$ cat config.mk
export PLATFORM = sky130hd
export DESIGN_NAME = pinwatch_irq
export DESIGN_NICKNAME = d
export VERILOG_FILES = /design/src/rtl/pinwatch_pkg.sv /design/src/rtl/pinwatch_sync.sv /design/src/rtl/pinwatch_slice.sv /design/src/rtl/pinwatch_irq.sv
export SDC_FILE = /design/constraint.sdc
export NUM_CORES = 1
export LEC_CHECK = 0
export BUFFER_PORTS_ARGS = -buffer_cell sky130_fd_sc_hd__buf_2
export CORE_MARGIN = 1.5
export CORE_UTILIZATION = 58
export DETAILED_ROUTE_END_ITERATION = 10
export PLACE_DENSITY = 0.84
export RECOVER_POWER = 100
export SLEW_MARGIN = 20
export SYNTH_ARGS = -nofsm -noshare
export SYNTH_HDL_FRONTEND = slang
export SYNTH_HIERARCHICAL = 1
export SYNTH_SLANG_ARGS = --single-unit
$ cat constraint.sdc
create_clock -name clk -period 3.5 [get_ports clk]
set_input_delay 0.7 -clock clk [delete_from_list [all_inputs] [get_ports clk]]
set_output_delay 0.7 -clock clk [all_outputs]
set_load 0.005 [all_outputs]
$ cat src/rtl/pinwatch_pkg.sv
package pinwatch_pkg;

  // Readback of one port: inversion applies only to input-configured pins.
  function automatic logic [7:0] apply_inv8(input logic [7:0] lvl,
                                            input logic [7:0] is_in,
                                            input logic [7:0] inv);
    return lvl ^ (inv & is_in);
  endfunction

endpackage

$ cat src/rtl/pinwatch_sync.sv
module pinwatch_sync #(
  parameter int W      = 16,
  parameter int STAGES = 2
) (
  input  logic         clk,
  input  logic         rst_n,
  input  logic [W-1:0] d_i,
  output logic [W-1:0] q_o
);

  logic [W-1:0] stg_q [STAGES];
  logic [W-1:0] stg_d [STAGES];

  always_comb begin
    stg_d[0] = d_i;
    for (int s = 1; s < STAGES; s++) begin
      stg_d[s] = stg_q[s-1];
    end
  end

  always_ff @(posedge clk or negedge rst_n) begin
    if (!rst_n) begin
      for (int s = 0; s < STAGES; s++) begin
        stg_q[s] <= '0;
      end
    end else begin
      for (int s = 0; s < STAGES; s++) begin
        stg_q[s] <= stg_d[s];
      end
    end
  end

  assign q_o = stg_q[STAGES-1];

endmodule

$ cat src/rtl/pinwatch_slice.sv
module pinwatch_slice
  import pinwatch_pkg::*;
#(
  parameter int W = 8
) (
  input  logic         clk,
  input  logic         rst_n,
  input  logic         prime_i,
  input  logic         hold_i,
  input  logic         clr_i,
  input  logic [W-1:0] lvl_i,
  input  logic [W-1:0] dir_i,
  input  logic [W-1:0] inv_i,
  output logic [W-1:0] cause_o,
  output logic [W-1:0] miss_o,
  output logic [W-1:0] rdval_o
);

  logic [W-1:0] snap_q, snap_d;
  logic [W-1:0] cause_q, cause_d;
  logic         snap_en;

  assign miss_o  = (lvl_i ^ snap_q) & dir_i;
  assign snap_en = prime_i | clr_i;

  always_comb begin
    snap_d = snap_en ? lvl_i : snap_q;
    if (prime_i || clr_i) begin
      cause_d = '0;
    end else if (hold_i) begin
      cause_d = cause_q & miss_o;
    end else begin
      cause_d = miss_o;
    end
  end

  always_ff @(posedge clk or negedge rst_n) begin
    if (!rst_n) begin
      snap_q  <= '0;
      cause_q <= '0;
    end else begin
      snap_q  <= snap_d;
      cause_q <= cause_d;
    end
  end

  assign cause_o = cause_q;
  assign rdval_o = apply_inv8(8'(lvl_i), 8'(dir_i), 8'(inv_i))[W-1:0];

endmodule

$ cat src/rtl/pinwatch_irq.sv
module pinwatch_irq #(
  parameter int  PORT_W      = 8,
  parameter int  NUM_PORTS   = 2,
  parameter int  SYNC_STAGES = 2,
  localparam int NPINS       = PORT_W * NUM_PORTS,
  localparam int PIDX_W      = (NUM_PORTS > 1) ? $clog2(NUM_PORTS) : 1
) (
  input  logic              clk,
  input  logic              rst_n,
  input  logic [NPINS-1:0]  pin_i,
  input  logic [NPINS-1:0]  dir_in_i,
  input  logic [NPINS-1:0]  inv_i,
  input  logic              rd_stb_i,
  input  logic [PIDX_W-1:0] rd_port_i,
  output logic [PORT_W-1:0] rd_data_o,
  output logic              rd_vld_o,
  output logic              irq_n_o,
  output logic              irq_oe_o
);

  localparam int PRIME_N = SYNC_STAGES + 1;
  localparam int CNT_W   = $clog2(PRIME_N + 1);

  logic [NPINS-1:0]                  lvl_w;
  logic [NPINS-1:0]                  cause_w;
  logic [NPINS-1:0]                  miss_w;
  logic [NUM_PORTS-1:0][PORT_W-1:0]  rdval_w;
  logic [CNT_W-1:0]                  prime_cnt_q, prime_cnt_d;
  logic                              prime_w;
  logic                              hold_w;
  logic [PORT_W-1:0]                 rd_data_q, rd_data_d;
  logic                              rd_vld_q;

  pinwatch_sync #(.W(NPINS), .STAGES(SYNC_STAGES)) u_sync (
    .clk   (clk),
    .rst_n (rst_n),
    .d_i   (pin_i),
    .q_o   (lvl_w)
  );

  // Priming: snapshot follows the synchronizer until it holds real pin data.
  assign prime_w = (prime_cnt_q != CNT_W'(PRIME_N));
  assign hold_w  = |cause_w;

  always_comb begin
    prime_cnt_d = prime_w ? prime_cnt_q + 1'b1 : prime_cnt_q;
  end

  for (genvar p = 0; p < NUM_PORTS; p++) begin : g_port
    logic clr_w;
    assign clr_w = rd_stb_i && (rd_port_i == PIDX_W'(p));

    pinwatch_slice #(.W(PORT_W)) u_slice (
      .clk     (clk),
      .rst_n   (rst_n),
      .prime_i (prime_w),
      .hold_i  (hold_w),
      .clr_i   (clr_w),
      .lvl_i   (lvl_w[p*PORT_W +: PORT_W]),
      .dir_i   (dir_in_i[p*PORT_W +: PORT_W]),
      .inv_i   (inv_i[p*PORT_W +: PORT_W]),
      .cause_o (cause_w[p*PORT_W +: PORT_W]),
      .miss_o  (miss_w[p*PORT_W +: PORT_W]),
      .rdval_o (rdval_w[p])
    );
  end

  always_comb begin
    rd_data_d = rd_stb_i ? rdval_w[rd_port_i] : rd_data_q;
  end

  always_ff @(posedge clk or negedge rst_n) begin
    if (!rst_n) begin
      prime_cnt_q <= '0;
      rd_data_q   <= '0;
      rd_vld_q    <= 1'b0;
    end else begin
      prime_cnt_q <= prime_cnt_d;
      rd_data_q   <= rd_data_d;
      rd_vld_q    <= rd_stb_i;
    end
  end

  assign rd_data_o = rd_data_q;
  assign rd_vld_o  = rd_vld_q;
  assign irq_oe_o  = hold_w;
  assign irq_n_o   = ~hold_w;

endmodule

* Yosys cells after proc, flatten, opt, wreduce, memory -nomap -nowiden
Cells that the tools add are included.
** Word-level totals
- Register bits :: 75
- Input bits :: 52
** Operators by class
- $add $sub $neg :: 1
- Order comparisons :: 1
- Equality and inequality tests :: 1
- Muxes and demuxes :: 6
- Bitwise gates (word level) :: 14
- Reduce and logical (&&, ||, !) cells :: 5
** Operators with widths (number)
- 8-bit bitwise AND :: 6
- 8-bit two-way mux :: 6
- 8-bit bitwise XOR :: 4
- 16-bit OR reduction :: 1
- 2-bit by 1-bit adder with 2-bit output, second input constant :: 1
- 1-bit logical AND :: 2
- 1-bit logical OR :: 2
- 1-bit by 2-bit less-than comparator with 1-bit output, second input constant :: 1
- 2-bit != test, second input constant :: 1
- 1-bit inverter :: 2
- 1-bit OR :: 2

* Logic depth before layout (Yosys ltp)
- Word-level depth :: 5
- Gate-level depth with buffers :: 5
- Gate-level depth less buffers :: 4

* Modules after synthesis
The synthesis kept the hierarchy.
** By module, submodules not included
- pinwatch_slice :: instances 2, cells each 67, area each 834.6 um2, seq. area each 400.4 um2
- pinwatch_sync :: instances 1, cells each 32, area each 800.8 um2, seq. area each 800.8 um2
- pinwatch_irq :: instances 1, cells each 50, area each 540.5 um2, seq. area each 275.3 um2

* Least setup slack after synthesis
OpenSTA, ideal clock, no wires.
- Kind :: input to register
- From :: in rd_port_i
- To :: reg g_port[1].u_slice.snap_q[3]
- Arrival :: 1657 ps
- Setup slack :: 1718 ps
- Stages :: 5
- Cells stage by stage :: buf_4 -> and2_1 -> nor2_4 -> buf_6 -> mux2_4
** Between the ends
- Cells in the longest elaborated chain, start to end :: 2
** Ends and longest elaborated chain
- from (decl) :: line pinwatch_irq.sv:14 : input logic [PIDX_W-1:0] rd_port_i,
- 1-bit logical AND :: line pinwatch_irq.sv:51 : assign clr_w = rd_stb_i && (rd_port_i == PIDX_W'(p));
- net g_port[1].clr_w :: line pinwatch_irq.sv:50 : logic clr_w;
- 1-bit OR :: line pinwatch_slice.sv:24 : assign snap_en = prime_i | clr_i;
- to (signal assigned) :: line pinwatch_slice.sv:42 : snap_q <= snap_d;
- to (decl) :: line pinwatch_slice.sv:19 : logic [W-1:0] snap_q, snap_d;
The timed path passes the listed nets, and every way through them passes these cells.
A chain may end at the register's enable or synchronous reset.

* Worst setup path after layout
- From :: in rd_stb_i
- To :: reg g_port[0].u_slice.snap_q[4]
** Between the ends
- Cells in the longest elaborated chain, start to end :: 2
** Ends and longest elaborated chain
- from (decl) :: line pinwatch_irq.sv:13 : input logic rd_stb_i,
- 1-bit logical AND :: line pinwatch_irq.sv:51
- net g_port[0].clr_w :: line pinwatch_irq.sv:50
- 1-bit OR :: line pinwatch_slice.sv:24
- to (signal assigned) :: line pinwatch_slice.sv:42
- to (decl) :: line pinwatch_slice.sv:19
The timed path passes the listed nets, and every way through them passes these cells.

==> results by group <==
Status
  • Status: finished, violations left
  • Failing checks: max-capacitance violations, max-slew violations

Layout
  • Final nets: 321
  • FF/Latch Area: 1877 um^2
  • Final instance area: roughly 3400 um^2
  • Share of cells above drive strength 1: 31.87%
  • Area of the multi-input gates: a little under 1000 um^2
  • Fill cells: 346
  • Layout area overhead: 17.11%
  • Number of diodes: 0
  • Final core occ: 71.22%

Timing
  • Setup_tns: 0 ns
  • Final Max Slew Viols: 76
  • Max-slew headroom: -18.21%
  • RSZ-0062 raised after global routing: no
  • Fin crit share: 68.22%
  • Worst-margin pin slew: between 1.5 and 2 ns
  • Max Clk Rate: 418.8 MHz
  • Endpoints failing hold: 0
  • Min cycle time layout: 2.388 ns
  • Final setup vio count: 0
  • Final Skew: 0.01024 ns

Drt
  • Starting DRT DRC Count: 93
  • DRC Markers: 0
  • Via count: roughly 1700
  • Drt first pass iters: 4
  • Via density per instance: ~5
  • Remaining antenna violation count: 0
  • WL/cell: 15.25 um
  • Final wirelength: 5185 um

Global routing
  • Antenna violations before repair: 0
  • Vias in the first global route: 1751
  • Total grt overflow: 0
  • GRT Total Usage: 21.95%
  • Pin count of the biggest net entering global routing: 76
  • Global-route wire length before repair: between 8000 and 9000 um

Logic synthesis
  • Synthesized area: about 2900 um^2
  • Synthesized instance count: 200
  • Synth warn: 6
  • Syn Area/Cell: 14.55 um^2
  • Syn nets: about 250

Clocking
  • CTS tree: yes
  • CTS Buffer Depth: 2
  • Num CTS Buffers: 9
  • CTS Root Cell: clkbuf_8
  • Clk Latency, worst-skew pair: 0.35 ns
  • Post-CTS Setup Bufs: 0
  • Post-cts resize count: 0
  • CTS clk-pin slew, worst paths: 0.07 ns
  • Hold buffers post-CTS: 0
  • H-tree Lvls: 3
  • Clock Sinks: 75

Power and ir drop
  • NetSw: 0.0005563 W
  • Int Power: 0.001421 W
  • Peak VDD IR: roughly 0.37 mV
  • Pwr Density: 580.1 nW/um^2
  • Sw Ratio: 28.14%
  • Part of the power in the clock network: 29.7%
  • Logic pwr share: 18.6%
  • Static Leak: 1.645 nW
  • Reg power frac: 51.7%

Worst setup path
  • Type of origin of the critical path: input pin
  • Req. time, crit path: 3.73 ns
  • Worst setup EP type: flip-flop
  • CP Data Arrival Time: 2.62 ns
  • Crit path kind: input pin to flip-flop
  • Worst-path fanout max: 19

Floorplan
  • Die W: ~74 um
  • Die area: 5452 um^2
  • I/O pins: 63
  • DIE HEIGHT: 73.84 um
  • Row cnt: 25
  • Core Area: 4786 um^2
  • Initial Util: 60.81%

Min path
  • Hold WC Path Type: flip-flop to flip-flop

Place
  • Placed Area: 3264 um^2
  • Post-DP HPWL: about 3600 um
  • Gpl congestion: 0.7355
  • Number of port buffers: between 60 and 70

Run
  • Max cap viols: 1
state kept, by name (all words and copies together), names as in the netlist:
signal                  flops
rd_data_o                   8
prime_cnt_q                 2
rd_vld_o                    1
g_port.u_slice/cause_o     16
u_sync/q_o                 16
g_port.u_slice/snap_q      16
u_sync/stg_d               16
power by group through the flow:
stage,clock (W),sequential [W],combinational (W)
floorplan,0,0.00102,0.000231
global placement,0,0.00103,0.000359
detailed placement,0,0.00104,0.000372
CTS,0.000601,0.00102,0.000375
global route,0.000634,0.00103,0.000405
finish,0.000587,0.00102,0.000367
per-stage QoR:
stage | hold slack (ns) | total power [W] | worst slack [ns] | cells
3_5_place_dp | 0.3364 | 0.001411 | 1.477 | 324
2_1_floorplan | 0.3312 | 0.001255 | 1.718 | 200
6_report | 0.3504 | 0.001977 | 1.112 | 340
5_1_grt | 0.3565 | 0.002072 | 0.9159 | 340
4_1_cts | 0.3530 | 0.002000 | 1.220 | 340
3_3_place_gp | 0.3313 | 0.001393 | 1.512 | 324
final cells by class:
cell class              instances  share of cell area (%)
clock buffers                  14                   4.772
well taps                      67                   2.460
multi-input cells             117                   28.19
inverters                       3                  0.3304
flip-flops and latches         75                   55.07
repair buffers                 62                   8.884
clock inverters                 2                  0.2937
placed cells by master (no fill, tap or decap), types with 9 or more instances in the layout:
cell type and instances:
clkbuf_8 11, xor2_1 16, nor2_1 10, o2111a_1 16
mux2_2 14, dfrtp_1 75, xnor2_1 17, clkbuf_1 9
nand2_1 16, buf_2 55
path summary, 6_finish.rpt:
path | to | slack (ns) | cells past startpoint | from
min in group asynchronous | g_port[0].u_slice/snap_q[0] | 0.81 | 1 | rst_n
worst max-delay path | g_port[0].u_slice/snap_q[4] | 1.11 | 4 | rd_stb_i
worst min register to register | u_sync/q_o[11] | 0.35 | 0 | u_sync/stg_d[11]
worst max register to register | g_port[0].u_slice/snap_q[4] | 1.34 | 4 | prime_cnt_q[0]
worst min-delay path | u_sync/q_o[11] | 0.35 | 0 | u_sync/stg_d[11]
max in group asynchronous | g_port[1].u_slice/cause_o[2] | 1.62 | 1 | rst_n
worst max-delay path: stages:
cell      delay [ns]
clkbuf_1        0.30
nor2b_1         0.24
nor2_1          0.93
mux2_2          0.43
routing by layer:
layer	global-route usage, %	routed length (um)
met5	0	0
met4	12.35	120
met3	5.487	208
met2	33.43	2533
met1	28.92	2323
No activity file was read; power rests on OpenSTA's default activity.
